--- src/rtl/sfc_pkg.sv ---
package sfc_pkg;
  // receive pair tracker: which first code is being held
  typedef enum logic [1:0] {
    SEQ_IDLE = 2'd0,
    SEQ_ON1  = 2'd1,
    SEQ_OFF1 = 2'd2
  } seq_t;

  // insert sequencer
  typedef enum logic [1:0] {
    INS_IDLE   = 2'd0,
    INS_FIRST  = 2'd1,
    INS_SECOND = 2'd2
  } ins_t;

  localparam int MIN_WORD_BITS = 5;
endpackage

--- src/rtl/sfc_rx_match.sv ---
module sfc_rx_match import sfc_pkg::*; #(
  parameter int CHAR_W = 8
) (
  input  logic              clk,
  input  logic              rst_n,
  input  logic              rx_valid,
  input  logic [CHAR_W-1:0] rx_data,
  input  logic [CHAR_W-1:0] char_mask,
  input  logic [CHAR_W-1:0] k_on1,
  input  logic [CHAR_W-1:0] k_on2,
  input  logic [CHAR_W-1:0] k_off1,
  input  logic [CHAR_W-1:0] k_off2,
  input  logic [1:0]        rx_sel,
  input  logic [1:0]        tx_sel,
  input  logic              halted,
  input  logic              resume_any_en,
  output logic              off_hit,
  output logic              on_hit,
  output logic              any_resume,
  output logic              fwd_valid,
  output logic [CHAR_W-1:0] fwd_data
);
  logic [CHAR_W-1:0] c;
  logic              use1, use2, paired, either;
  seq_t              state, state_nxt;
  logic [CHAR_W-1:0] held;
  logic              capture, emit_held, emit_new;
  logic              spare_valid;
  logic [CHAR_W-1:0] spare_data;

  assign c      = rx_data & char_mask;
  assign either = (rx_sel == 2'b11) && (tx_sel == 2'b10 || tx_sel == 2'b01);
  assign paired = (rx_sel == 2'b11) && (tx_sel == 2'b11 || tx_sel == 2'b00);
  assign use1   = (rx_sel == 2'b10) || either;
  assign use2   = (rx_sel == 2'b01) || either;

  always_comb begin
    off_hit    = 1'b0;
    on_hit     = 1'b0;
    any_resume = 1'b0;
    emit_held  = 1'b0;
    emit_new   = 1'b0;
    capture    = 1'b0;
    state_nxt  = state;
    if (rx_valid) begin
      if (halted && resume_any_en) begin
        any_resume = 1'b1;
        emit_held  = (state != SEQ_IDLE);
        emit_new   = 1'b1;
        state_nxt  = SEQ_IDLE;
      end else if (paired) begin
        if (state == SEQ_OFF1 && c == k_off2) begin
          off_hit   = 1'b1;
          state_nxt = SEQ_IDLE;
        end else if (state == SEQ_ON1 && c == k_on2) begin
          on_hit    = 1'b1;
          state_nxt = SEQ_IDLE;
        end else begin
          emit_held = (state != SEQ_IDLE);
          if (c == k_off1) begin
            capture   = 1'b1;
            state_nxt = SEQ_OFF1;
          end else if (c == k_on1) begin
            capture   = 1'b1;
            state_nxt = SEQ_ON1;
          end else begin
            emit_new  = 1'b1;
            state_nxt = SEQ_IDLE;
          end
        end
      end else if ((use1 && c == k_off1) || (use2 && c == k_off2)) begin
        off_hit = 1'b1;
      end else if ((use1 && c == k_on1) || (use2 && c == k_on2)) begin
        on_hit = 1'b1;
      end else begin
        emit_new = 1'b1;
      end
    end
  end

  always_ff @(posedge clk) begin
    if (!rst_n) begin
      state <= SEQ_IDLE;
      held  <= '0;
    end else begin
      state <= state_nxt;
      if (capture) held <= rx_data;
    end
  end

  // two-slot release: withheld character first, the new one a cycle later
  always_ff @(posedge clk) begin
    if (!rst_n) begin
      fwd_valid   <= 1'b0;
      fwd_data    <= '0;
      spare_valid <= 1'b0;
      spare_data  <= '0;
    end else if (emit_held) begin
      fwd_valid   <= 1'b1;
      fwd_data    <= held;
      spare_valid <= emit_new;
      spare_data  <= rx_data;
    end else if (emit_new) begin
      fwd_valid   <= 1'b1;
      fwd_data    <= rx_data;
      spare_valid <= 1'b0;
    end else if (spare_valid) begin
      fwd_valid   <= 1'b1;
      fwd_data    <= spare_data;
      spare_valid <= 1'b0;
    end else begin
      fwd_valid   <= 1'b0;
    end
  end
endmodule

--- src/rtl/sfc_tx_insert.sv ---
module sfc_tx_insert import sfc_pkg::*; #(
  parameter int CHAR_W = 8
) (
  input  logic              clk,
  input  logic              rst_n,
  input  logic [1:0]        tx_sel,
  input  logic              above_halt,
  input  logic              at_resume,
  input  logic [CHAR_W-1:0] k_on1,
  input  logic [CHAR_W-1:0] k_on2,
  input  logic [CHAR_W-1:0] k_off1,
  input  logic [CHAR_W-1:0] k_off2,
  input  logic              ins_ready,
  output logic              ins_valid,
  output logic [CHAR_W-1:0] ins_data
);
  ins_t              st;
  logic              stop_sent;
  logic              pair_q;
  logic [CHAR_W-1:0] second_q;

  assign ins_valid = (st != INS_IDLE);

  always_ff @(posedge clk) begin
    if (!rst_n) begin
      st        <= INS_IDLE;
      stop_sent <= 1'b0;
      pair_q    <= 1'b0;
      second_q  <= '0;
      ins_data  <= '0;
    end else begin
      case (st)
        INS_IDLE: begin
          if (tx_sel != 2'b00) begin
            if (!stop_sent && above_halt) begin
              st        <= INS_FIRST;
              stop_sent <= 1'b1;
              pair_q    <= &tx_sel;
              ins_data  <= tx_sel[1] ? k_off1 : k_off2;
              second_q  <= k_off2;
            end else if (stop_sent && at_resume) begin
              st        <= INS_FIRST;
              stop_sent <= 1'b0;
              pair_q    <= &tx_sel;
              ins_data  <= tx_sel[1] ? k_on1 : k_on2;
              second_q  <= k_on2;
            end
          end
        end
        INS_FIRST: begin
          if (ins_ready) begin
            if (pair_q) begin
              st       <= INS_SECOND;
              ins_data <= second_q;
            end else begin
              st <= INS_IDLE;
            end
          end
        end
        INS_SECOND: begin
          if (ins_ready) st <= INS_IDLE;
        end
        default: st <= INS_IDLE;
      endcase
    end
  end
endmodule

--- src/rtl/sfc_flags.sv ---
module sfc_flags (
  input  logic clk,
  input  logic rst_n,
  input  logic off_hit,
  input  logic on_hit,
  input  logic any_resume,
  input  logic special_hit,
  input  logic irq_en,
  input  logic iir_read,
  output logic tx_halt,
  output logic xoff_irq
);
  logic flow_flag, spec_flag;

  assign xoff_irq = flow_flag | spec_flag;

  always_ff @(posedge clk) begin
    if (!rst_n) begin
      tx_halt   <= 1'b0;
      flow_flag <= 1'b0;
      spec_flag <= 1'b0;
    end else begin
      if (off_hit) begin
        tx_halt <= 1'b1;
        if (irq_en) flow_flag <= 1'b1;
      end else if (on_hit || any_resume) begin
        tx_halt   <= 1'b0;
        flow_flag <= 1'b0;
      end
      if (special_hit && irq_en) spec_flag <= 1'b1;
      else if (iir_read)         spec_flag <= 1'b0;
    end
  end
endmodule

--- src/rtl/sfc_flow_ctrl.sv ---
module sfc_flow_ctrl import sfc_pkg::*; #(
  parameter int CHAR_W = 8
) (
  input  logic              clk,
  input  logic              rst_n,
  input  logic              rx_valid,
  input  logic [CHAR_W-1:0] rx_data,
  input  logic [3:0]        fc_mode,
  input  logic              xon_any_en,
  input  logic              special_en,
  input  logic              xoff_irq_en,
  input  logic [1:0]        word_len,
  input  logic [CHAR_W-1:0] xon1_char,
  input  logic [CHAR_W-1:0] xon2_char,
  input  logic [CHAR_W-1:0] xoff1_char,
  input  logic [CHAR_W-1:0] xoff2_char,
  input  logic              rx_above_halt,
  input  logic              rx_at_resume,
  input  logic              iir_read,
  input  logic              ins_ready,
  output logic              ins_valid,
  output logic [CHAR_W-1:0] ins_data,
  output logic              fwd_valid,
  output logic [CHAR_W-1:0] fwd_data,
  output logic              tx_halt,
  output logic              xoff_irq
);
  logic [CHAR_W-1:0] char_mask;
  logic [CHAR_W-1:0] m_on1, m_on2, m_off1, m_off2;
  logic              off_hit, on_hit, any_resume, special_hit;

  always_comb begin
    for (int i = 0; i < CHAR_W; i++)
      char_mask[i] = (i < MIN_WORD_BITS + int'(word_len));
  end

  assign m_on1  = xon1_char  & char_mask;
  assign m_on2  = xon2_char  & char_mask;
  assign m_off1 = xoff1_char & char_mask;
  assign m_off2 = xoff2_char & char_mask;
  assign special_hit = rx_valid && special_en && ((rx_data & char_mask) == m_off2);

  sfc_rx_match #(.CHAR_W(CHAR_W)) u_rx (
    .clk(clk), .rst_n(rst_n), .rx_valid(rx_valid), .rx_data(rx_data),
    .char_mask(char_mask), .k_on1(m_on1), .k_on2(m_on2), .k_off1(m_off1),
    .k_off2(m_off2), .rx_sel(fc_mode[1:0]), .tx_sel(fc_mode[3:2]),
    .halted(tx_halt), .resume_any_en(xon_any_en), .off_hit(off_hit),
    .on_hit(on_hit), .any_resume(any_resume), .fwd_valid(fwd_valid),
    .fwd_data(fwd_data)
  );

  sfc_tx_insert #(.CHAR_W(CHAR_W)) u_tx (
    .clk(clk), .rst_n(rst_n), .tx_sel(fc_mode[3:2]),
    .above_halt(rx_above_halt), .at_resume(rx_at_resume),
    .k_on1(m_on1), .k_on2(m_on2), .k_off1(m_off1), .k_off2(m_off2),
    .ins_ready(ins_ready), .ins_valid(ins_valid), .ins_data(ins_data)
  );

  sfc_flags u_flags (
    .clk(clk), .rst_n(rst_n), .off_hit(off_hit), .on_hit(on_hit),
    .any_resume(any_resume), .special_hit(special_hit), .irq_en(xoff_irq_en),
    .iir_read(iir_read), .tx_halt(tx_halt), .xoff_irq(xoff_irq)
  );
endmodule

--- config.mk ---
export PLATFORM = sky130hd
export DESIGN_NAME = sfc_flow_ctrl
export DESIGN_NICKNAME = d
export VERILOG_FILES = /design/src/rtl/sfc_pkg.sv /design/src/rtl/sfc_rx_match.sv /design/src/rtl/sfc_tx_insert.sv /design/src/rtl/sfc_flags.sv /design/src/rtl/sfc_flow_ctrl.sv
export SDC_FILE = /design/constraint.sdc
export NUM_CORES = 1
export LEC_CHECK = 0
export ABC_AREA = 1
export BUFFER_PORTS_ARGS = -buffer_cell sky130_fd_sc_hd__buf_2
export CAP_MARGIN = 25
export CORE_AREA = 2 2 78 80
export CTS_BUF_LIST = sky130_fd_sc_hd__clkbuf_8
export CTS_CLUSTER_SIZE = 25
export DETAILED_ROUTE_END_ITERATION = 7
export DIE_AREA = 0 0 80 82
export PLACE_DENSITY_LB_ADDON = 0.05
export SYNTH_ARGS = -nofsm -noshare
export SYNTH_HDL_FRONTEND = slang
export SYNTH_SLANG_ARGS = --single-unit
--- constraint.sdc ---
create_clock -name clk -period 3.2 [get_ports clk]
set_input_delay 0.16 -clock clk [delete_from_list [all_inputs] [get_ports clk]]
set_output_delay 0.16 -clock clk [all_outputs]
set_load 0.05 [all_outputs]
== Yosys cells after proc, flatten, opt, wreduce, memory -nomap -nowiden ==
Index checks and enable logic that the tools add are counted.
Storage, ports and cells
  word-level logic and storage cells: 163
  bits in registers: 51
  input port bits: 56
Cells by class
  equality and inequality tests: 20
  $lt $le $gt $ge: 8
  reductions and logical operators: 40
  $add $sub $neg: 1
  multiplexer cells: 74
  bitwise gates (word level): 6
Operators with widths (count)
  $lt 4x32->1 const A: 3
  $mux 8: 12
  $lt 3x32->1 const A: 2
  $mux 1: 49
  $and 8x8->8: 5
  $eq 8x8->1: 4
  $lt 1x32->1 const A: 1
  $lt 2x32->1 const A: 1
  $mux 2: 11
  $pmux 8 s2: 1
  $reduce_bool 2->1: 8
  $logic_and 1x1->1: 14
  $eq 2x2->1 const B: 6
  $eq 2x1->1 const B: 4
  $reduce_and 2->1: 4
  $logic_or 1x1->1: 7
  $ne 2x2->1 const B: 3
  $pmux 2 s3: 1
  $reduce_and 5->1: 1
  $add 3x2->4 const A: 1
  $logic_not 2->1: 2
  $lt 3x4->1 const A: 1
  $ne 2x1->1 const B: 2
  $reduce_and 4->1: 1
  5 further kinds: 5

== Depth between registers and ports, before layout ==
  depth in word-level cells: 14
  mapped depth: 15

== Hierarchy ==
A second synthesis with hierarchy kept.
Second synthesis, totals
  cells, all modules: 694
  area, all modules: 4042.6 µm²
Modules (own cells, without submodules)
  sfc_rx_match: instances 1, seq. area each 560.5 µm², cells each 382, area each 2284.7 µm²
  sfc_tx_insert: instances 1, seq. area each 400.4 µm², cells each 218, area each 1302.5 µm²
  sfc_flow_ctrl: instances 1, seq. area each 0.0 µm², cells each 77, area each 335.3 µm²
  sfc_flags: instances 1, seq. area each 60.1 µm², cells each 17, area each 120.1 µm²

== Worst setup path after synthesis ==
OpenSTA, ideal clock, no wires.
  kind: input -> register
  from: input port fc_mode[3]
  to: register u_rx.fwd_data[0]
  setup time: 0.116 ns
  arrival: 2.123 ns
  cell stages on the path: 11
  slack: 0.961 ns
  data required time: 3.084 ns
  path through: clkbuf_1 > clkinv_1 > ha_1 > nor3_1 > inv_1 > a21oi_1 > o21bai_4 > nand2_4 > buf_6 > a21oi_2 > a21oi_2
On the way
  word-level cells in the longest chain between the ends: 13
  elaborated cells on any way between the ends: 27
  classes of those cells: eq/ne (3); mux (10); reduce/logical (14)
RTL lines
  start, declared: line sfc_flow_ctrl.sv:8  | input logic [3:0] fc_mode,
  $eq 2x2->1 / $eq 2x1->1 (equally long branches): line sfc_rx_match.sv:32  | assign either = (rx_sel == 2'b11) && (tx_sel == 2'b10 || tx_sel == 2'b01);
  $logic_or 1x1->1: line sfc_rx_match.sv:32
  $logic_and 1x1->1: line sfc_rx_match.sv:32
  $logic_or 1x1->1, on equally long branches: line sfc_rx_match.sv:34, sfc_rx_match.sv:35
  $logic_and 1x1->1: line sfc_rx_match.sv:73  | end else if ((use1 && c == k_on1) || (use2 && c == k_on2)) begin
  $logic_or 1x1->1: line sfc_rx_match.sv:73
  $mux 1: line sfc_rx_match.sv:73
  $mux 1: line sfc_rx_match.sv:71  | end else if ((use1 && c == k_off1) || (use2 && c == k_off2)) begin
  $mux 1: line sfc_rx_match.sv:51  | end else if (paired) begin
  $mux 1: line sfc_rx_match.sv:46  | if (halted && resume_any_en) begin
  $mux 1: line sfc_rx_match.sv:45  | if (rx_valid) begin
  $mux 8: line sfc_rx_match.sv:103  | end else if (emit_new) begin
  $mux 8: line sfc_rx_match.sv:98  | end else if (emit_held) begin
  end signal, assigned: line sfc_rx_match.sv:100  | fwd_data <= held;
  end signal, assigned: line sfc_rx_match.sv:105  | fwd_data <= rx_data;
  end signal, assigned: line sfc_rx_match.sv:109  | fwd_data <= spare_data;
  end, declared: line sfc_rx_match.sv:21  | output logic [CHAR_W-1:0] fwd_data
Several ways; a longest one is shown, not always the timed one.
A chain may end at the register's enable or synchronous reset.

== Worst setup path in the final report ==
  from: input port fc_mode[3]
  to: register u_rx.fwd_data[3]
The elaborated chain is that of the path after synthesis.

==> impl_metrics.yaml <==
outcome:
  status: "finished, final reports clean"
detailed_routing:
  drt_wl_total_um: 8720
  drc_errors: 0
  drtIter0Drc: 201
  vias: 3476
  detail_route.vias_per_cell: 5.38
  dr.pass1.iters: 4
  ant_nets: 0
  wl_per_cell_um: 13.5
job:
  drv_cap: 0
pwr:
  p_clk_share_pct: 29.7
  switching_share_pct: 34.7
  switchingPower_w: 0.000570
  seqPwrFrac_pct: 42.1
  combPwrFrac_pct: 28.2
  total_leakage_power_nw: 1.84
  ir_drop_mv: 0.279
  p_int_w: 0.00107
  p_per_area_mw_per_mm2: 428
clock_network:
  clk_latency_ns: 0.31
  cts_tree: "built"
  cts_made_buffers: 5
  clk_path_buf_depth: 2
  cts_setup_buffers: 0
  hold_buffers: 0
  htreeDepth: 2
  ctsResizeCount: 0
  root_buffer: "clkbuf_8"
  clkSinkCount: 51
  path_clk_slew_ns: 0.10
place:
  io_buffers: 75
  place_congestion: 0.875
  post-dp-hpwl_um: 6630
  dp.cells: 638
hold_path:
  hold_path_class: "input pin to register"
sta:
  finalClockSkew_ns: 0.0104
  clock.fmax_mhz: 429
  fin_crit_sh_pct: 72.9
  finalSetupViolCount: 0
  worstMarginPinSlew_ns: 0.678
  hold_violations: 0
  post-route-min-period_ns: 2.33
  slew_headroom_pct: 54.6
  setup_tns_ns: 0
  rsz0062_at_grt: "false"
  slew_viol_final: 0
floorplanning:
  die_y_um: 82
  pin_count: 76
  rows: 28
  die_w_um: 80
  start_util_pct: 58.4
  core_mm2: 0.00575
  die_area_mm2: 0.00656
finish:
  drive_gt1_share_pct: 24.9
  finalNonFillerCells: 646
  fin_nets: 628
  syn_to_final_growth_pct: 14.3
  n_antenna_cell: 0
yosys:
  ys_seq_area_share_pct: 30.4
  yosys-top-cells-area: "dfxtp_1 30%, nand2_1 12%, o21ai_0 6.7%, a21oi_1 6.3%, inv_1 6.3%"
  synth_enable_flop_cells: 0
  yosysWarnings: 0
  synth_compound_area_share_pct: 22.8
  synth-adder-area-share_pct: 0.745
  ys_types: 38
  synthCells: 507
  synth_top_family_by_area: "simple AND/OR/NAND/NOR gates"
  synthMuxAreaShare_pct: 0
  synthFlopType: "dfxtp_1"
  synth-seq-cells: 51
  synth.top_cells.by_count: "108 x nand2_1, 56 x inv_1, 51 x dfxtp_1, 45 x o21ai_0, 44 x nor2_1"
  yosys.area.top_type: "dfxtp_1"
  syn_area_mm2: 0.00336
  synth_xor_area_share_pct: 2.35
  synthSimpleGateAreaFrac_pct: 32.9
  synth_top_area_share_pct: 30.4
  yosysMostFrequentCell: "nand2_1"
  synth_fp_nets: 565
  async_reset_ff_share_pct: 0
  synth.avg_cell_area_um2: 6.62
global_route:
  antenna_found_initial: 0
  overflow: 0
  grt_use_total_pct: 26.7
  grt_max_degree: 39
  grt_first_pass_wirelength_um: 13700
  grt_pass1_vias: 3060
critical_path:
  start_kind: "input pin"
  cp.required_ns: 3.46
  end_kind: "register"
  worst_ep_arrival_time_ns: 2.59
  crit_fanout: 26
  path_class: "input pin to register"
==> metal layers <==
layer / track usage (%) / wire length (um) / part of all wire, %
met1: 37.0 / 4070 / 47
met4: 6.44 / 124 / 1.4
met2: 43.5 / 3950 / 45
met3: 4.51 / 578 / 6.6
met5: 0 / 0 / 0
==> critical path: stages <==
cell and delay [ns]:
buf_2 0.20, clkinv_1 0.29, ha_1 0.39, nor3_1 0.33
inv_1 0.13, a21oi_1 0.21, o21bai_4 0.22, nand2_4 0.26
nand2_1 0.14, nand3_1 0.09, a21oi_2 0.15
==> final cells by class <==
type,instances,area [um2]
Clock inverter,2,38.8
Fill cell,555,1910
Clock buffer,6,82.6
Multi-Input combinational cell,371,1970
Inverter,65,244
Timing Repair Buffer,76,383
Tap cell,75,93.8
Sequential cell,51,1020
==> sequential cells by signal, indices dropped and copies added, names as in the netlist <==
| name | cells |
|---|---|
| u_flags.flow_flag | 1 |
| u_tx.pair_q | 1 |
| u_tx.ins_data | 8 |
| u_flags.tx_halt | 1 |
| u_rx.spare_data | 8 |
| u_rx.spare_valid | 1 |
| u_rx.fwd_data | 8 |
| u_tx.stop_sent | 1 |
| u_tx.second_q | 8 |
| u_rx.held | 8 |
| u_tx.st | 2 |
| u_rx.fwd_valid | 1 |
| u_rx.state | 2 |
| u_flags.spec_flag | 1 |
==> power groups by stage <==
stage          clock, W  combinational (W)  sequential (W)
3_3_place_gp          0           0.000453        0.000704
5_1_grt        0.000517           0.000509        0.000696
6_report       0.000487           0.000463        0.000692
2_1_floorplan         0           0.000252        0.000791
4_1_cts        0.000496           0.000462        0.000692
3_5_place_dp          0           0.000460        0.000706
==> worst paths after layout <==
| path | start | endpoint | slack [ns] | depth (start not counted) |
|---|---|---|---|---|
| setup / recovery | fc_mode[3] | u_rx.fwd_data[3] | 0.87 | 11 |
| hold / removal | iir_read | u_flags.spec_flag | 0.09 | 4 |
| setup reg to reg | u_tx.stop_sent | u_tx.ins_data[1] | 1.02 | 8 |
| hold reg to reg | u_rx.spare_data[0] | u_rx.spare_data[0] | 0.46 | 2 |
==> through the flow <==
step	utilization (%)	setup WS, ns	hold slack (ns)	area, um2	power (W)
6_report	66.8	0.867	0.0946	3840	0.00164
5_1_grt	66.8	0.664	0.128	3840	0.00172
4_1_cts	66.8	0.909	0.0874	3840	0.00165
3_5_place_dp	64.7	0.600	0.421	3720	0.00117
3_3_place_gp	64.7	0.777	0.419	3720	0.00116
2_1_floorplan	-	0.961	0.321	3360	0.00104
==> logic make-up after synthesis <==
logic type,Yosys count
AND/OR/NAND/NOR,234
XOR/XNOR,9
AO/OA/AOI/OAI,126
adder cells (fa/ha/maj),2
flip-flops,51
buffers and inverters,85
==> placed cells by master, fill, tap and decap left out, types with 6 or more instances in the layout <==
master	count
inv_1	56
inv_2	7
buf_2	75
a31oi_1	9
a21oi_1	42
nand3_2	6
nand2_4	6
nor2_2	7
xnor2_1	8
dfxtp_1	51
nand3_1	37
nand2_1	108
nand3b_1	8
clkbuf_8	6
a21oi_2	17
nand2_2	7
o21ai_0	45
nor2_1	44
No activity file was read; power rests on OpenSTA's default activity.
